==> src/rtl/rtt_pkg.sv <==
package rtt_pkg;
  // bit position of channel 0's expiry flag in the control/status word
  localparam int FLAG_BASE = 8;

  function automatic int cnt_slot(input int ch);
    return 2 * ch;
  endfunction

  function automatic int rld_slot(input int ch);
    return 2 * ch + 1;
  endfunction

  function automatic int ctl_slot(input int nch);
    return 2 * nch;
  endfunction
endpackage

==> src/rtl/rtt_prescaler.sv <==
module rtt_prescaler #(
  parameter int DIV = 20,
  localparam int PW = (DIV > 1) ? $clog2(DIV) : 1
) (
  input  logic          clk,
  input  logic          rst_n,
  input  logic          enable,
  output logic          tick,
  output logic [PW-1:0] phase
);
  localparam logic [PW-1:0] LAST = PW'(DIV - 1);

  always_ff @(posedge clk) begin
    if (!rst_n)             phase <= '0;
    else if (!enable)       phase <= '0;
    else if (phase == LAST) phase <= '0;
    else                    phase <= phase + PW'(1);
  end

  assign tick = enable && (phase == LAST);
endmodule

==> src/rtl/rtt_channel.sv <==
module rtt_channel #(
  parameter int CW = 16
) (
  input  logic          clk,
  input  logic          rst_n,
  input  logic          tick,
  input  logic          run,
  input  logic          cnt_we,
  input  logic          rld_we,
  input  logic [CW-1:0] wdata,
  input  logic          stat_rd,
  input  logic          cnt_rd,
  output logic [CW-1:0] cnt,
  output logic [CW-1:0] rld,
  output logic          flag,
  output logic          expire
);
  // next count on an active tick: reload from zero, else step down
  function automatic logic [CW-1:0] step(input logic [CW-1:0] c, input logic [CW-1:0] r);
    return (c == '0) ? r : c - CW'(1);
  endfunction

  logic          adv;
  logic [CW-1:0] nxt;
  logic          armed;

  assign adv    = tick && run;
  assign nxt    = step(cnt, rld);
  assign expire = adv && (nxt == '0);

  always_ff @(posedge clk) begin
    if (!rst_n)               cnt <= '1;
    else if (adv)             cnt <= nxt;
    else if (cnt_we && !run)  cnt <= wdata;
  end

  always_ff @(posedge clk) begin
    if (!rst_n)      rld <= '1;
    else if (rld_we) rld <= wdata;
  end

  always_ff @(posedge clk) begin
    if (!rst_n) begin
      flag  <= 1'b0;
      armed <= 1'b0;
    end else begin
      if (expire)                flag <= 1'b1;
      else if (cnt_rd && armed)  flag <= 1'b0;
      if (cnt_rd)                armed <= 1'b0;
      else if (stat_rd && flag)  armed <= 1'b1;
    end
  end
endmodule

==> src/rtl/reload_tick_timer.sv <==
module reload_tick_timer
  import rtt_pkg::*;
#(
  parameter int NCH    = 2,
  parameter int CW     = 16,
  parameter int DIV    = 20,
  parameter int OUT_CH = NCH - 1,
  localparam int AW    = $clog2(2 * NCH + 1)
) (
  input  logic          clk,
  input  logic          rst_n,
  input  logic [AW-1:0] addr,
  input  logic          wr_en,
  input  logic          rd_en,
  input  logic [CW-1:0] wdata,
  output logic [CW-1:0] rdata,
  output logic [NCH-1:0] irq,
  output logic          tout,
  output logic          tout_oe
);
  localparam int CTLW = 2 * NCH + 1;
  localparam int PW   = (DIV > 1) ? $clog2(DIV) : 1;
  localparam logic [AW-1:0] CTL_A = AW'(ctl_slot(NCH));

  logic [CTLW-1:0]         ctl_q;
  logic [NCH-1:0]          run, ien;
  logic                    oen;
  logic                    any_run, tick;
  logic [PW-1:0]           phase;
  logic                    ctl_we, stat_rd;
  logic [NCH-1:0]          cnt_we, rld_we, cnt_rd, flag, expire;
  logic [NCH-1:0][CW-1:0]  cnt_a, rld_a;
  logic                    tout_q;

  assign run     = ctl_q[NCH-1:0];
  assign ien     = ctl_q[2*NCH-1:NCH];
  assign oen     = ctl_q[2*NCH];
  assign any_run = |run;
  assign ctl_we  = wr_en && (addr == CTL_A);
  assign stat_rd = rd_en && (addr == CTL_A);

  always_ff @(posedge clk) begin
    if (!rst_n)      ctl_q <= '0;
    else if (ctl_we) ctl_q <= wdata[CTLW-1:0];
  end

  rtt_prescaler #(.DIV(DIV)) u_pre (
    .clk(clk), .rst_n(rst_n), .enable(any_run), .tick(tick), .phase(phase)
  );

  for (genvar c = 0; c < NCH; c++) begin : g_ch
    assign cnt_we[c] = wr_en && (addr == AW'(cnt_slot(c)));
    assign rld_we[c] = wr_en && (addr == AW'(rld_slot(c)));
    assign cnt_rd[c] = rd_en && (addr == AW'(cnt_slot(c)));

    rtt_channel #(.CW(CW)) u_ch (
      .clk(clk), .rst_n(rst_n), .tick(tick), .run(run[c]),
      .cnt_we(cnt_we[c]), .rld_we(rld_we[c]), .wdata(wdata),
      .stat_rd(stat_rd), .cnt_rd(cnt_rd[c]),
      .cnt(cnt_a[c]), .rld(rld_a[c]), .flag(flag[c]), .expire(expire[c])
    );
  end

  always_ff @(posedge clk) begin
    if (!rst_n)                      tout_q <= 1'b0;
    else if (oen && expire[OUT_CH])  tout_q <= ~tout_q;
  end

  assign tout    = tout_q;
  assign tout_oe = oen;
  assign irq     = flag & ien;

  always_comb begin
    rdata = '0;
    for (int c = 0; c < NCH; c++) begin
      if (addr == AW'(cnt_slot(c))) rdata = cnt_a[c];
      if (addr == AW'(rld_slot(c))) rdata = rld_a[c];
    end
    if (addr == CTL_A) begin
      rdata[CTLW-1:0] = ctl_q;
      for (int c = 0; c < NCH; c++) rdata[FLAG_BASE + c] = flag[c];
    end
  end
endmodule

==> config.mk <==
export PLATFORM = sky130hd
export DESIGN_NAME = reload_tick_timer
export DESIGN_NICKNAME = d
export VERILOG_FILES = /design/src/rtl/rtt_pkg.sv /design/src/rtl/rtt_prescaler.sv /design/src/rtl/rtt_channel.sv /design/src/rtl/reload_tick_timer.sv
export SDC_FILE = /design/constraint.sdc
export NUM_CORES = 1
export LEC_CHECK = 0
export BUFFER_PORTS_ARGS = -buffer_cell sky130_fd_sc_hd__buf_4
export CAP_MARGIN = 20
export CORE_MARGIN = 5
export CORE_UTILIZATION = 67
export CTS_BUF_LIST = sky130_fd_sc_hd__clkbuf_4
export CTS_CLUSTER_SIZE = 24
export DETAILED_ROUTE_END_ITERATION = 8
export PLACE_DENSITY = 0.87
export SLEW_MARGIN = 10
export SYNTH_ARGS = -nofsm -noshare
export SYNTH_HDL_FRONTEND = slang
export SYNTH_SLANG_ARGS = --single-unit
==> constraint.sdc <==
create_clock -name clk -period 5 [get_ports clk]
set_input_delay 0.5 -clock clk [delete_from_list [all_inputs] [get_ports clk]]
set_output_delay 0.5 -clock clk [all_outputs]
set_load 0.02 [all_outputs]
==> impl_metrics.prom <==
# TYPE chip_impl_metric gauge
chip_impl_metric{name="fin_setup_tns",unit="ns"} 0
chip_impl_metric{name="cts.sinks",unit=""} 79
chip_impl_metric{name="place_congestion",unit=""} 0.967
chip_impl_metric{name="cts.hold.buffers_added",unit=""} 0
chip_impl_metric{name="post_synth_inst_count",unit=""} 649
chip_impl_metric{name="critical_path.max_fanout",unit=""} 18
chip_impl_metric{name="design.die.area",unit="um2"} 9130
chip_impl_metric{name="hold_violations",unit=""} 0
chip_impl_metric{name="area_of_all_placed_cells_without_fillers",unit="um2"} 5390
chip_impl_metric{name="drt_first_pass_iters",unit=""} 5
chip_impl_metric{name="routed_wirelength",unit="mm"} 15.2
chip_impl_metric{name="cts_made_buffers",unit=""} 9
chip_impl_metric{name="worst_slew_pin_slew",unit="ns"} 0.835
chip_impl_metric{name="drive_gt1_share",unit="%"} 14.0
chip_impl_metric{name="cts.repair_timing.setup_buffer_count",unit=""} 0
chip_impl_metric{name="ys_ff_latch",unit=""} 79
chip_impl_metric{name="dr.first_iter.drc_count",unit=""} 570
chip_impl_metric{name="power_density",unit="nW/um2"} 246
chip_impl_metric{name="worst_ep_arrival_time",unit="ns"} 3.66
chip_impl_metric{name="placedInstanceArea",unit="um2"} 5180
chip_impl_metric{name="fp.coreArea",unit="um2"} 7180
chip_impl_metric{name="yosys-mux-area-fraction",unit="%"} 11.6
chip_impl_metric{name="drc",unit=""} 0
chip_impl_info{name="critical_path_s_top_delay_family",value="simple AND/OR/NAND/NOR gates"} 1
chip_impl_info{name="synthFlopType",value="dfxtp_1"} 1
chip_impl_metric{name="placementRows",unit=""} 31
chip_impl_metric{name="postCtsResizedCells",unit=""} 0
chip_impl_metric{name="cellLeakagePower",unit="nW"} 2.15
chip_impl_metric{name="fraction_of_registers_with_async_set_reset",unit="%"} 0
chip_impl_metric{name="numPlacedInstances",unit=""} 747
chip_impl_metric{name="post_drt_via_cell_ratio",unit=""} 6.59
chip_impl_metric{name="synth_compound_gate_area_share",unit="%"} 11.2
chip_impl_info{name="crit_chain",value="nor4_4 > nand4_2 > or3b_1 > o22ai_1 > nand4_1 > or4_1 > o41ai_2"} 1
chip_impl_metric{name="worstPathBufferInverterCount",unit=""} 0
chip_impl_metric{name="cts.reportedPaths.clkPinSlew",unit="ns"} 0.13
chip_impl_metric{name="hold-worst-slack",unit="ns"} 0.320
chip_impl_metric{name="antennaDiodeCount",unit=""} 0
chip_impl_metric{name="fmax",unit="GHz"} 0.301
chip_impl_metric{name="yosys.cell_types.count",unit=""} 53
chip_impl_info{name="crit_path_start_kind",value="flop"} 1
chip_impl_metric{name="drtAntennaViolNets",unit=""} 0
chip_impl_metric{name="postSynthAreaPerCell",unit="um2"} 7.55
chip_impl_metric{name="report.final.slew_viol_count",unit=""} 0
chip_impl_metric{name="synth_fp_nets",unit=""} 677
chip_impl_info{name="status",value="complete, no violations"} 1
chip_impl_metric{name="synth_xor_xnor_area_share",unit="%"} 4.11
chip_impl_metric{name="numPortBuffers",unit=""} 42
chip_impl_metric{name="slew_headroom",unit="%"} 44.2
chip_impl_metric{name="worstSkewPairLatency",unit="ns"} 0.43
chip_impl_info{name="tritoncts",value="done"} 1
chip_impl_metric{name="mapped_cell_area",unit="um2"} 4900
chip_impl_metric{name="vias_in_the_first_global_route",unit=""} 4578
chip_impl_metric{name="post_synthesis_share_of_cell_area_spent_on_and_or_nand_and_nor_gates",unit="%"} 34.5
chip_impl_metric{name="ir_worst_vdd",unit="mV"} 0.211
chip_impl_metric{name="hpwlAfterDp",unit="mm"} 11.1
chip_impl_metric{name="clockBufferDepth",unit=""} 2
chip_impl_metric{name="htree_levels",unit=""} 3
chip_impl_info{name="timing.setup.critical_path_class",value="flop to flop"} 1
chip_impl_metric{name="finalClockSkew",unit="ns"} 0.0200
chip_impl_info{name="rsz0062_at_grt",value="false"} 1
chip_impl_metric{name="num_io_pins",unit=""} 43
chip_impl_metric{name="chipHeight",unit="um"} 95.5
chip_impl_metric{name="layout.core_utilization",unit="%"} 75.1
chip_impl_metric{name="synth_edf_count",unit=""} 0
chip_impl_info{name="hp-class",value="input port to flop"} 1
chip_impl_metric{name="final_min_period_over_clock_period",unit="%"} 66.4
chip_impl_metric{name="grt_pass1_wl",unit="mm"} 24.2
chip_impl_metric{name="cap_violations",unit=""} 0
chip_impl_metric{name="yosys.area_share.adder",unit="%"} 1.28
chip_impl_metric{name="overall_global_routing_usage",unit="%"} 34.6
chip_impl_info{name="combinational_family_with_the_most_area_after_synthesis",value="simple AND/OR/NAND/NOR gates"} 1
chip_impl_metric{name="layout-area-overhead-vs-synth",unit="%"} 9.95
chip_impl_metric{name="ys.warnings.count",unit=""} 0
chip_impl_metric{name="timing.final.setup_violations",unit=""} 0
chip_impl_metric{name="grt-ovfl-total",unit=""} 0
chip_impl_metric{name="starting_density_of_the_core",unit="%"} 68.3
chip_impl_metric{name="shortest_period_the_worst_path_allows",unit="ns"} 3.32
chip_impl_info{name="cts.root.buffer_cell",value="clkbuf_4"} 1
chip_impl_metric{name="synth.yosys.seq_area_share",unit="%"} 32.3
chip_impl_metric{name="post_drt_wl_per_cell",unit="um"} 19.9
chip_impl_metric{name="dieWidth",unit="um"} 95.5
chip_impl_metric{name="largest_net_degree_at_the_start_of_global_routing",unit=""} 66
chip_impl_metric{name="critical-path-max-stage-delay",unit="ns"} 0.70
chip_impl_info{name="cp_slowest_cell",value="or3b_1"} 1
chip_impl_metric{name="worst_ep_required_time",unit="ns"} 5.35
chip_impl_info{name="crit_path_end_kind",value="flop"} 1
chip_impl_metric{name="fin_nets",unit=""} 689
chip_impl_metric{name="via_total_after_detailed_routing",unit=""} 5039
chip_impl_metric{name="grt_antenna_before_repair",unit=""} 0
chip_impl_metric{name="finalNonFillerCells",unit=""} 765
[report_power, final]
part	total [mW]	switching, mW	leakage, nW	internal, mW
Sequential	0.676	0.0293	0.643	0.647
Combinational	0.160	0.0937	1.41	0.0660
Clock	0.492	0.237	0.0981	0.255
Total	1.33	0.360	2.15	0.968
[cell usage in the layout (no fill, tap or decap), drive strengths merged, types with 13 or more instances in the layout]
cell / netlist / layout
inv: 20 / 21
a21oi: 13 / 13
nand2: 150 / 150
nand3: 57 / 57
xor2: 13 / 13
nor2: 67 / 67
dfxtp: 79 / 79
mux4: 16 / 16
mux2i: 15 / 15
o21ai: 36 / 36
buf: 6 / 45
[cell usage after synthesis (all sizes together), types with 3 or more instances]
library cell	instances	area, um2
o22ai	3	18.8
nor2b	12	75.1
o31a	4	35.0
and2	4	25.0
or2	3	18.8
mux2i	15	150
ha	5	62.6
mux4	16	360
or3	5	31.3
o311ai	4	35.0
nand2b	3	18.8
nand2	150	563
nand3	57	285
nor4	11	120
buf	6	33.8
a21oi	13	65.1
nor4b	3	26.3
o211ai	7	52.6
xnor2	10	87.6
inv	20	75.1
a21o	3	22.5
nor3	12	60.1
dfxtp	79	1580
or4	6	45.0
clkbuf	38	143
nand4	12	81.3
mux2	5	56.3
nor2	67	251
xor2	13	114
o31ai	3	22.5
o21ai	36	180
[metal layers]
layer / GRT usage, % / vias up / wire [um]
met5: 0 / - / 0
li1: - / 2290 / -
met3: 7.81 / 68 / 1730
met1: 45.8 / 2332 / 5720
met2: 54.5 / 349 / 7160
met4: 13.7 / 0 / 614
[sequential cells by signal (all words and copies together), names as in the netlist]
name	cells
g_ch.u_ch.flag	2
g_ch.u_ch.cnt	32
tout	1
u_pre.phase	5
ctl_q	5
g_ch.u_ch.rld	32
g_ch.u_ch.armed	2
[area by class of cell]
class                   instances  area, um2
fillers                       533       1790
clock inverters                 7        120
multi-input cells             506       3080
well taps                      99        124
clock buffers                   9       67.6
flip-flops and latches         79       1580
repair buffers                 45        342
inverters                      20       75.1
[cell families after synthesis]
kind of cell	count (synthesis)
XOR/XNOR	23
multiplexers	36
AO/OA/AOI/OAI	86
buffers and inverters	64
AND/OR/NAND/NOR	356
adder cells (fa/ha/maj)	5
flip-flops	79
[worst paths after layout]
kind | startpoint | endpoint | slack [ns] | cells after the start
max | g_ch[0].u_ch.cnt[2]$_SDFFE_PN1P_ | g_ch[0].u_ch.flag$_SDFFE_PN0P_ | 1.68 | 7
min | wdata[8] | g_ch[0].u_ch.rld[8]$_SDFFE_PN1P_ | 0.32 | 3
max reg2reg | g_ch[0].u_ch.cnt[2]$_SDFFE_PN1P_ | g_ch[0].u_ch.flag$_SDFFE_PN0P_ | 1.68 | 7
min reg2reg | u_pre.phase[0]$_SDFF_PP0_ | u_pre.phase[0]$_SDFF_PP0_ | 0.48 | 1
[tightest hold or removal path, cell delays in order]
cell and delay (ns):
buf_4 0.10, nand2_1 0.05, nand3_1 0.07
[metrics by stage]
stage,setup slack (ns),power [mW]
2_1_floorplan,2.13,0.776
3_3_place_gp,1.81,0.838
3_5_place_dp,1.74,0.844
4_1_cts,1.72,1.32
5_1_grt,1.42,1.37
6_report,1.68,1.33
No activity file was read; power rests on OpenSTA's default activity.
